File: src/rtl/cal_pkg.sv
package cal_pkg;

  localparam int NUM_REGS  = 8;
  localparam int IDX_W     = $clog2(NUM_REGS);
  localparam int LANES     = NUM_REGS - 1;

  localparam logic [IDX_W-1:0] IDX_CTRL = 3'd0;
  localparam logic [IDX_W-1:0] IDX_SEC  = 3'd1;
  localparam logic [IDX_W-1:0] IDX_MIN  = 3'd2;
  localparam logic [IDX_W-1:0] IDX_HOUR = 3'd3;
  localparam logic [IDX_W-1:0] IDX_DOW  = 3'd4;
  localparam logic [IDX_W-1:0] IDX_DATE = 3'd5;
  localparam logic [IDX_W-1:0] IDX_MON  = 3'd6;
  localparam logic [IDX_W-1:0] IDX_YEAR = 3'd7;

  localparam int CTRL_LOADF = 7;
  localparam int CTRL_READF = 6;
  localparam int STOP_BIT   = 7;
  localparam int FT_BIT     = 6;

  // Lane k (1..7) sits at bits [8*(k-1) +: 8]: seconds is the low byte.
  typedef struct packed {
    logic [7:0] year;
    logic [7:0] mon;
    logic [7:0] date;
    logic [7:0] dow;
    logic [7:0] hour;
    logic [7:0] min;
    logic [7:0] sec;
  } cal_time_t;

  localparam cal_time_t TIME_RESET = '{year: 8'h00, mon: 8'h01, date: 8'h01,
                                       dow: 8'h01, hour: 8'h00, min: 8'h00,
                                       sec: 8'h00};

  function automatic logic [7:0] bcd_inc(input logic [7:0] v);
    if (v[3:0] == 4'd9) return {v[7:4] + 4'd1, 4'd0};
    return {v[7:4], v[3:0] + 4'd1};
  endfunction

  // Divisible by four: (10*t + u) mod 4 == (2*t + u) mod 4.
  function automatic logic bcd_leap(input logic [7:0] y);
    return y[4] ? (y[1:0] == 2'b10) : (y[1:0] == 2'b00);
  endfunction

  function automatic logic [7:0] last_day(input logic [7:0] mon,
                                           input logic [7:0] year);
    case (mon)
      8'h02:                      return bcd_leap(year) ? 8'h29 : 8'h28;
      8'h04, 8'h06, 8'h09, 8'h11: return 8'h30;
      default:                    return 8'h31;
    endcase
  endfunction

  function automatic logic [7:0] step_field(input logic [7:0] v,
                                             input logic       at_end,
                                             input logic [7:0] first);
    return at_end ? first : bcd_inc(v);
  endfunction

  // Storable bits of each holding lane; flag bits live in their own flops.
  function automatic logic [7:0] lane_mask(input logic [IDX_W-1:0] idx);
    case (idx)
      IDX_SEC, IDX_MIN: return 8'h7F;
      IDX_HOUR, IDX_DATE: return 8'h3F;
      IDX_DOW:          return 8'h07;
      IDX_MON:          return 8'h1F;
      default:          return 8'hFF;
    endcase
  endfunction

endpackage

File: src/rtl/cal_counter.sv
module cal_counter
  import cal_pkg::*;
(
  input  logic      clk,
  input  logic      rst_n,
  input  logic      adv,
  input  logic      load,
  input  cal_time_t load_val,
  output cal_time_t cnt_q,
  output cal_time_t cnt_nxt,
  output logic      day_wrap
);

  logic sec_wrap, min_wrap, month_wrap, new_year;

  always_comb begin
    sec_wrap   = adv && (cnt_q.sec == 8'h59);
    min_wrap   = sec_wrap && (cnt_q.min == 8'h59);
    day_wrap   = min_wrap && (cnt_q.hour == 8'h23);
    month_wrap = day_wrap && (cnt_q.date == last_day(cnt_q.mon, cnt_q.year));
    new_year   = month_wrap && (cnt_q.mon == 8'h12);

    cnt_nxt = cnt_q;
    if (adv)      cnt_nxt.sec  = step_field(cnt_q.sec, sec_wrap, 8'h00);
    if (sec_wrap) cnt_nxt.min  = step_field(cnt_q.min, min_wrap, 8'h00);
    if (min_wrap) cnt_nxt.hour = step_field(cnt_q.hour, day_wrap, 8'h00);
    if (day_wrap) begin
      cnt_nxt.dow  = step_field(cnt_q.dow, cnt_q.dow == 8'h07, 8'h01);
      cnt_nxt.date = step_field(cnt_q.date, month_wrap, 8'h01);
    end
    if (month_wrap) cnt_nxt.mon  = step_field(cnt_q.mon, new_year, 8'h01);
    if (new_year)   cnt_nxt.year = step_field(cnt_q.year, cnt_q.year == 8'h99, 8'h00);
  end

  always_ff @(posedge clk or negedge rst_n) begin
    if (!rst_n)    cnt_q <= TIME_RESET;
    else if (load) cnt_q <= load_val;
    else           cnt_q <= cnt_nxt;
  end

endmodule

File: src/rtl/cal_shadow.sv
module cal_shadow
  import cal_pkg::*;
(
  input  logic             clk,
  input  logic             rst_n,
  input  logic             tick,
  input  logic             wr_hit,
  input  logic [IDX_W-1:0] idx,
  input  logic [7:0]       wdata,
  input  cal_time_t        cnt_nxt,
  output cal_time_t        hold,
  output logic [7:0]       ctrl_q,
  output logic             stop_q,
  output logic             ft_q,
  output logic             halted,
  output logic             refresh,
  output logic             load
);

  logic [7:0] lane_q [LANES];
  logic [7:0] reset_lane [LANES];
  logic [7:0] cnt_lane [LANES];
  logic       ctrl_wr;

  assign ctrl_wr = wr_hit && (idx == IDX_CTRL);
  assign halted  = ctrl_q[CTRL_LOADF] || ctrl_q[CTRL_READF];
  assign refresh = tick && !halted;
  assign load    = ctrl_wr && ctrl_q[CTRL_LOADF] && !wdata[CTRL_LOADF];

  always_ff @(posedge clk or negedge rst_n) begin
    if (!rst_n)       ctrl_q <= 8'h00;
    else if (ctrl_wr) ctrl_q <= wdata;
  end

  always_ff @(posedge clk or negedge rst_n) begin
    if (!rst_n) begin
      stop_q <= 1'b1;
      ft_q   <= 1'b0;
    end else if (wr_hit) begin
      if (idx == IDX_SEC) stop_q <= wdata[STOP_BIT];
      if (idx == IDX_DOW) ft_q   <= wdata[FT_BIT];
    end
  end

  for (genvar g = 0; g < LANES; g++) begin : g_lane
    localparam logic [IDX_W-1:0] LANE_IDX = IDX_W'(g + 1);
    assign reset_lane[g] = TIME_RESET[8*g +: 8];
    assign cnt_lane[g]   = cnt_nxt[8*g +: 8];
    always_ff @(posedge clk or negedge rst_n) begin
      if (!rst_n)
        lane_q[g] <= reset_lane[g];
      else if (wr_hit && (idx == LANE_IDX))
        lane_q[g] <= wdata & lane_mask(LANE_IDX);
      else if (refresh)
        lane_q[g] <= cnt_lane[g];
    end
    assign hold[8*g +: 8] = lane_q[g];
  end

endmodule

File: src/rtl/cal_regfile.sv
module cal_regfile
  import cal_pkg::*;
#(
  parameter int ADDR_W = 13
) (
  input  logic              clk,
  input  logic              rst_n,
  input  logic [ADDR_W-1:0] addr,
  input  logic [7:0]        wdata,
  input  logic              wr_en,
  input  logic              tick,
  output logic [7:0]        rdata,
  output logic              hit,
  output logic              stop_o,
  output logic              ft_o
);

  logic [IDX_W-1:0] idx;
  logic             wr_hit;
  logic             adv;
  logic             load;
  logic             refresh;
  logic             halted;
  logic             stop_q;
  logic             ft_q;
  logic             day_wrap;
  logic [7:0]       ctrl_q;
  cal_time_t        cnt_q;
  cal_time_t        cnt_nxt;
  cal_time_t        hold;

  assign hit    = &addr[ADDR_W-1:IDX_W];
  assign idx    = addr[IDX_W-1:0];
  assign wr_hit = wr_en && hit;
  assign adv    = tick && !stop_q;

  cal_counter u_cnt (
    .clk      (clk),
    .rst_n    (rst_n),
    .adv      (adv),
    .load     (load),
    .load_val (hold),
    .cnt_q    (cnt_q),
    .cnt_nxt  (cnt_nxt),
    .day_wrap (day_wrap)
  );

  cal_shadow u_shadow (
    .clk     (clk),
    .rst_n   (rst_n),
    .tick    (tick),
    .wr_hit  (wr_hit),
    .idx     (idx),
    .wdata   (wdata),
    .cnt_nxt (cnt_nxt),
    .hold    (hold),
    .ctrl_q  (ctrl_q),
    .stop_q  (stop_q),
    .ft_q    (ft_q),
    .halted  (halted),
    .refresh (refresh),
    .load    (load)
  );

  always_comb begin
    rdata = 8'h00;
    if (hit) begin
      case (idx)
        IDX_CTRL: rdata = ctrl_q;
        IDX_SEC:  rdata = {stop_q, hold.sec[6:0]};
        IDX_MIN:  rdata = hold.min;
        IDX_HOUR: rdata = hold.hour;
        IDX_DOW:  rdata = {1'b0, ft_q, hold.dow[5:0]};
        IDX_DATE: rdata = hold.date;
        IDX_MON:  rdata = hold.mon;
        default:  rdata = hold.year;
      endcase
    end
  end

  assign stop_o = stop_q;
  assign ft_o   = ft_q;

endmodule

File: config.mk
export PLATFORM = sky130hd
export DESIGN_NAME = cal_regfile
export DESIGN_NICKNAME = d
export VERILOG_FILES = /design/src/rtl/cal_pkg.sv /design/src/rtl/cal_counter.sv /design/src/rtl/cal_shadow.sv /design/src/rtl/cal_regfile.sv
export SDC_FILE = /design/constraint.sdc
export NUM_CORES = 1
export LEC_CHECK = 0
export CORE_UTILIZATION = 35
export DETAILED_ROUTE_END_ITERATION = 12
export GPL_ROUTABILITY_DRIVEN = 0
export PLACE_DENSITY = 0.52
export SYNTH_ARGS = -nofsm -noshare
export SYNTH_HDL_FRONTEND = slang
export SYNTH_SLANG_ARGS = --single-unit
File: constraint.sdc
create_clock -name clk -period 7.3 [get_ports clk]
set_input_delay 1.46 -clock clk [delete_from_list [all_inputs] [get_ports clk]]
set_output_delay 1.46 -clock clk [all_outputs]
set_load 0.01 [all_outputs]
==> Flow_metrics.wiki <==
{| class="wikitable"
! Metric !! Value
|-
| Crit path kind || in -> out
|-
| Antenna violations before repair || 0
|-
| Count of nets left with antenna violations after detail routing || 0
|-
| Sequential area share after synthesis || ~41%
|-
| Number of distinct library cell variants in the gate-level netlist after synthesis || just over 70
|-
| Relative area change from synthesis to final layout || 16.5%
|-
| Share of power burned in registers || about two fifths
|-
| R2R Setup Slk || just over 4 ns
|-
| Worst min-delay path category || reg -> reg
|-
| Core Region || approximately 21000 um^2
|-
| Crit path required time || between 5 and 6 ns
|-
| Max_cap viols || 0
|-
| Largest net degree at the start of global routing || 44
|-
| TritonCTS clock tree || done
|-
| I/O pin count || 36
|-
| Nature of the critical path endpoint || output port
|-
| Post-layout min period || about 5.7 ns
|-
| Number of vias per cell || 5.56
|-
| Cell depth of the worst flop-to-flop path || 9
|-
| Clock Path Buffers || 2
|-
| Initial core utilization || a little over a third
|-
| Highest achievable clock rate || about 0.17 GHz
|-
| Worst setup path end || rdata[5]
|-
| Reg-to-Reg Start || u_cnt.cnt_q[1]
|-
| Horiz. Die Dim || roughly 150 um
|-
| Capture point of the worst reg-to-reg path || u_shadow.hold[24]
|-
| Row Count || 53
|-
| TNS Setup || 0 ns
|-
| Setup repair after global routing missed its margin || no
|-
| Number of flops mapped to enable cells by yosys || 0
|-
| Headroom to the max-slew limit || 22.5%
|-
| Post-synth net total || 906
|-
| Startpoint type of the worst setup path || input port
|-
| Via count || between 6000 and 7000
|-
| Worst-margin pin slew || ~1.2 ns
|-
| First-pass GRT wire length || approximately 36 mm
|-
| Mux contribution to synthesized area || under 10%
|-
| Data arrival time of the critical path || 4.29 ns
|-
| Buffers inserted by post-CTS timing repair || 0
|-
| Synth Area in Compound Gates || between 20% and 30%
|-
| Sinks on Clock Net || around 120
|-
| Switching share of total power || about 26%
|-
| Power Internal || 1.41 mW
|-
| Die Footprint || 22000 um^2
|-
| Peak supply drop || 0.161 mV
|-
| Clk pin slew, worst setup/hold paths || approximately 0.06 ns
|-
| Final antenna diode count || 0
|-
| Synth Area in XOR/XNOR || under 10%
|-
| Flip-flop and latch count after synthesis || ~120
|-
| Sum of routed wire length over all layers || approximately 23 mm
|-
| IO Port Bufs || 35
|-
| Pre-Repair DR Iteration Count || 5
|-
| Fin Clk Skew || approximately 0.0098 ns
|-
| Overall track demand over capacity in global routing || about 22%
|-
| Combinational family with the most area after synthesis || compound AO/OA/AOI/OAI gates
|-
| PD cells || 218 nW/um^2
|-
| Share of power burned in combinational logic || 9.7%
|-
| Most instantiated flip-flop cell in the synthesis netlist || dfrtp_1
|-
| Clock group share of total power || 49.4%
|-
| Clock buffers created by TritonCTS || 17
|-
| Count of unresolved DRC violations after routing || 0
|-
| Leakage power || around 3.7 nW
|-
| Count of H-tree levels built during CTS || 4
|-
| Top fanout value on the critical path || 32
|-
| Count of final setup violators || 0
|-
| Clock network latency to the later pin of the worst-skew pair || approximately 0.42 ns
|-
| Outcome || complete, no violations
|-
| Synthesized instance count || about 860
|-
| Post-Synth Simple-Gate Area || between 20 and 25%
|-
| Adder and majority gate portion of the synthesized area || about 4%
|-
| Fraction of synthesis flops using an asynchronous set or reset pin || 100%
|-
| Final net count || slightly above 900
|-
| Share of final-layout standard cells stronger than drive strength 1 || between 10% and 20%
|-
| Gates resized, CTS repair || 0
|-
| Average wire per cell in the routed design || 19.9 um
|-
| Number of hold buffers added after cts || 0
|-
| Hold_ws || 0.507 ns
|-
| Combined area of all synthesized cells || roughly 7500 um^2
|-
| Grt ovf || 0
|-
| CTS Root Buffer Type || clkbuf_16
|-
| Final-report hold violation count || 0
|-
| Syn Area/Cell || 8.73 um^2
|-
| DRC violation total after the first TritonRoute iteration || roughly 430
|-
| Source of the critical timing path || addr[0]
|-
| Part of the cycle the worst path needs || about 80%
|-
| Synth Warn # || 0
|-
| Net switching component of the power || ~0.49 mW
|-
| Die H || between 100 and 150 um
|-
| Hpwl dp || around 17 mm
|-
| Number of pins with negative max-slew slack in the final report || 0
|-
| Number of global-route vias before repair || ~6000
|}
-- power groups by stage --
stage	Clock, mW	Sequential (mW)	Combinational, mW
floorplan	0	0.764	0.126
CTS	0.954	0.776	0.187
detailed placement	0	0.788	0.186
finish	0.939	0.778	0.185
global route	0.986	0.782	0.212
global placement	0	0.788	0.183
-- flip-flops by register name (all words and copies together) (netlist names) --
signal,flops
u_shadow.hold,56
u_cnt.cnt_q,56
u_shadow.ft_q,1
u_shadow.stop_q,1
u_shadow.ctrl_q,8
-- cells by family (layout without fill, tap and decap cells) --
family,after synthesis,after routing
simple gates,332,332
compound gates,267,267
flops,122,122
buf+inv,67,98
mux,30,30
fa+ha+maj,24,24
xor+xnor,15,15
-- cell usage after synthesis, types with 8 or more instances --
| master | number | area share [%] |
|---|---|---|
| nand4_1 | 12 | 1.0 |
| ha_1 | 24 | 4.0 |
| nor2_1 | 123 | 6.2 |
| o21a_1 | 8 | 0.80 |
| nand3_1 | 25 | 1.7 |
| a21oi_1 | 102 | 6.8 |
| mux2_2 | 15 | 2.3 |
| nor3_1 | 22 | 1.5 |
| and3_1 | 10 | 0.84 |
| inv_1 | 17 | 0.85 |
| a21o_1 | 14 | 1.4 |
| a22oi_1 | 8 | 0.80 |
| o21ai_0 | 66 | 4.4 |
| dfrtp_1 | 115 | 38 |
| nand2_1 | 72 | 3.6 |
| clkbuf_1 | 36 | 1.8 |
| xnor2_1 | 9 | 1.1 |
| a211oi_1 | 24 | 2.4 |
| mux2i_1 | 13 | 1.7 |
| and2_1 | 10 | 0.84 |
| nor2b_1 | 8 | 0.67 |
-- worst min-delay path by stage --
stage | from | endpoint | slack [ns] | depth (start not counted)
after floorplan | u_shadow.hold[32] | u_cnt.cnt_q[32] | 0.46 | 2
after global placement | u_shadow.ctrl_q[4] | u_shadow.ctrl_q[4] | 0.49 | 1
after detailed placement | u_shadow.ctrl_q[5] | u_shadow.ctrl_q[5] | 0.50 | 1
after CTS | u_shadow.ctrl_q[3] | u_shadow.ctrl_q[3] | 0.51 | 1
after global routing | u_shadow.ctrl_q[5] | u_shadow.ctrl_q[5] | 0.54 | 1
final | u_shadow.ctrl_q[3] | u_shadow.ctrl_q[3] | 0.51 | 1
-- critical path, stage by stage --
cell             delay (ns)
clkdlybuf4s50_1        1.01
nor2b_1                0.57
a221oi_1               0.17
a21oi_1                0.17
a221oi_1               0.06
nor2_1                 0.26
clkdlybuf4s50_1        0.58
-- cells in the final DEF (no fill, tap or decap), types with 9 or more instances in the layout --
master,instances
nor2_1,123
dfrtp_1,115
a21oi_1,102
nand2_1,72
o21ai_0,66
clkdlybuf4s50_1,34
nand3_1,25
a211oi_1,24
ha_1,24
nor3_1,22
inv_1,17
clkbuf_16,17
mux2_2,15
buf_4,15
a21o_1,14
mux2i_1,13
nand4_1,12
and3_1,10
xnor2_1,9
and2_1,9
-- final cells by class --
| class | instances | area (um^2) |
|---|---|---|
| Inverter | 17 | 63.8 |
| Timing Repair Buffer | 49 | 453 |
| Sequential cell | 122 | 3060 |
| Clock inverter | 14 | 221 |
| Clock buffer | 18 | 429 |
| Fill cell | 2105 | 12300 |
| Tap cell | 275 | 344 |
| Multi-Input combinational cell | 668 | 4140 |
-- metal layers --
layer | wire length [um] | GRT usage, % | up-vias
met2 | 10500 | 34.2 | 137
met3 | 1000 | 4.42 | 35
met1 | 10800 | 29.7 | 3158
li1 | - | - | 3132
met5 | 0 | 0 | -
met4 | 870 | 10.6 | 0
-- stage by stage --
stage               power (mW)  worst slack [ns]  instance area [um^2]  instances  utilization, %
floorplan                0.890              3.01                  7480        857               -
global placement         0.971              1.61                  8070       1131            38.4
detailed placement       0.973              1.61                  8070       1131            38.4
CTS                       1.92              1.57                  8720       1163            41.5
global route              1.98              1.38                  8720       1163            41.5
finish                    1.90              1.55                  8720       1163            41.5
Note: power is estimated with default switching activity, not from simulation.
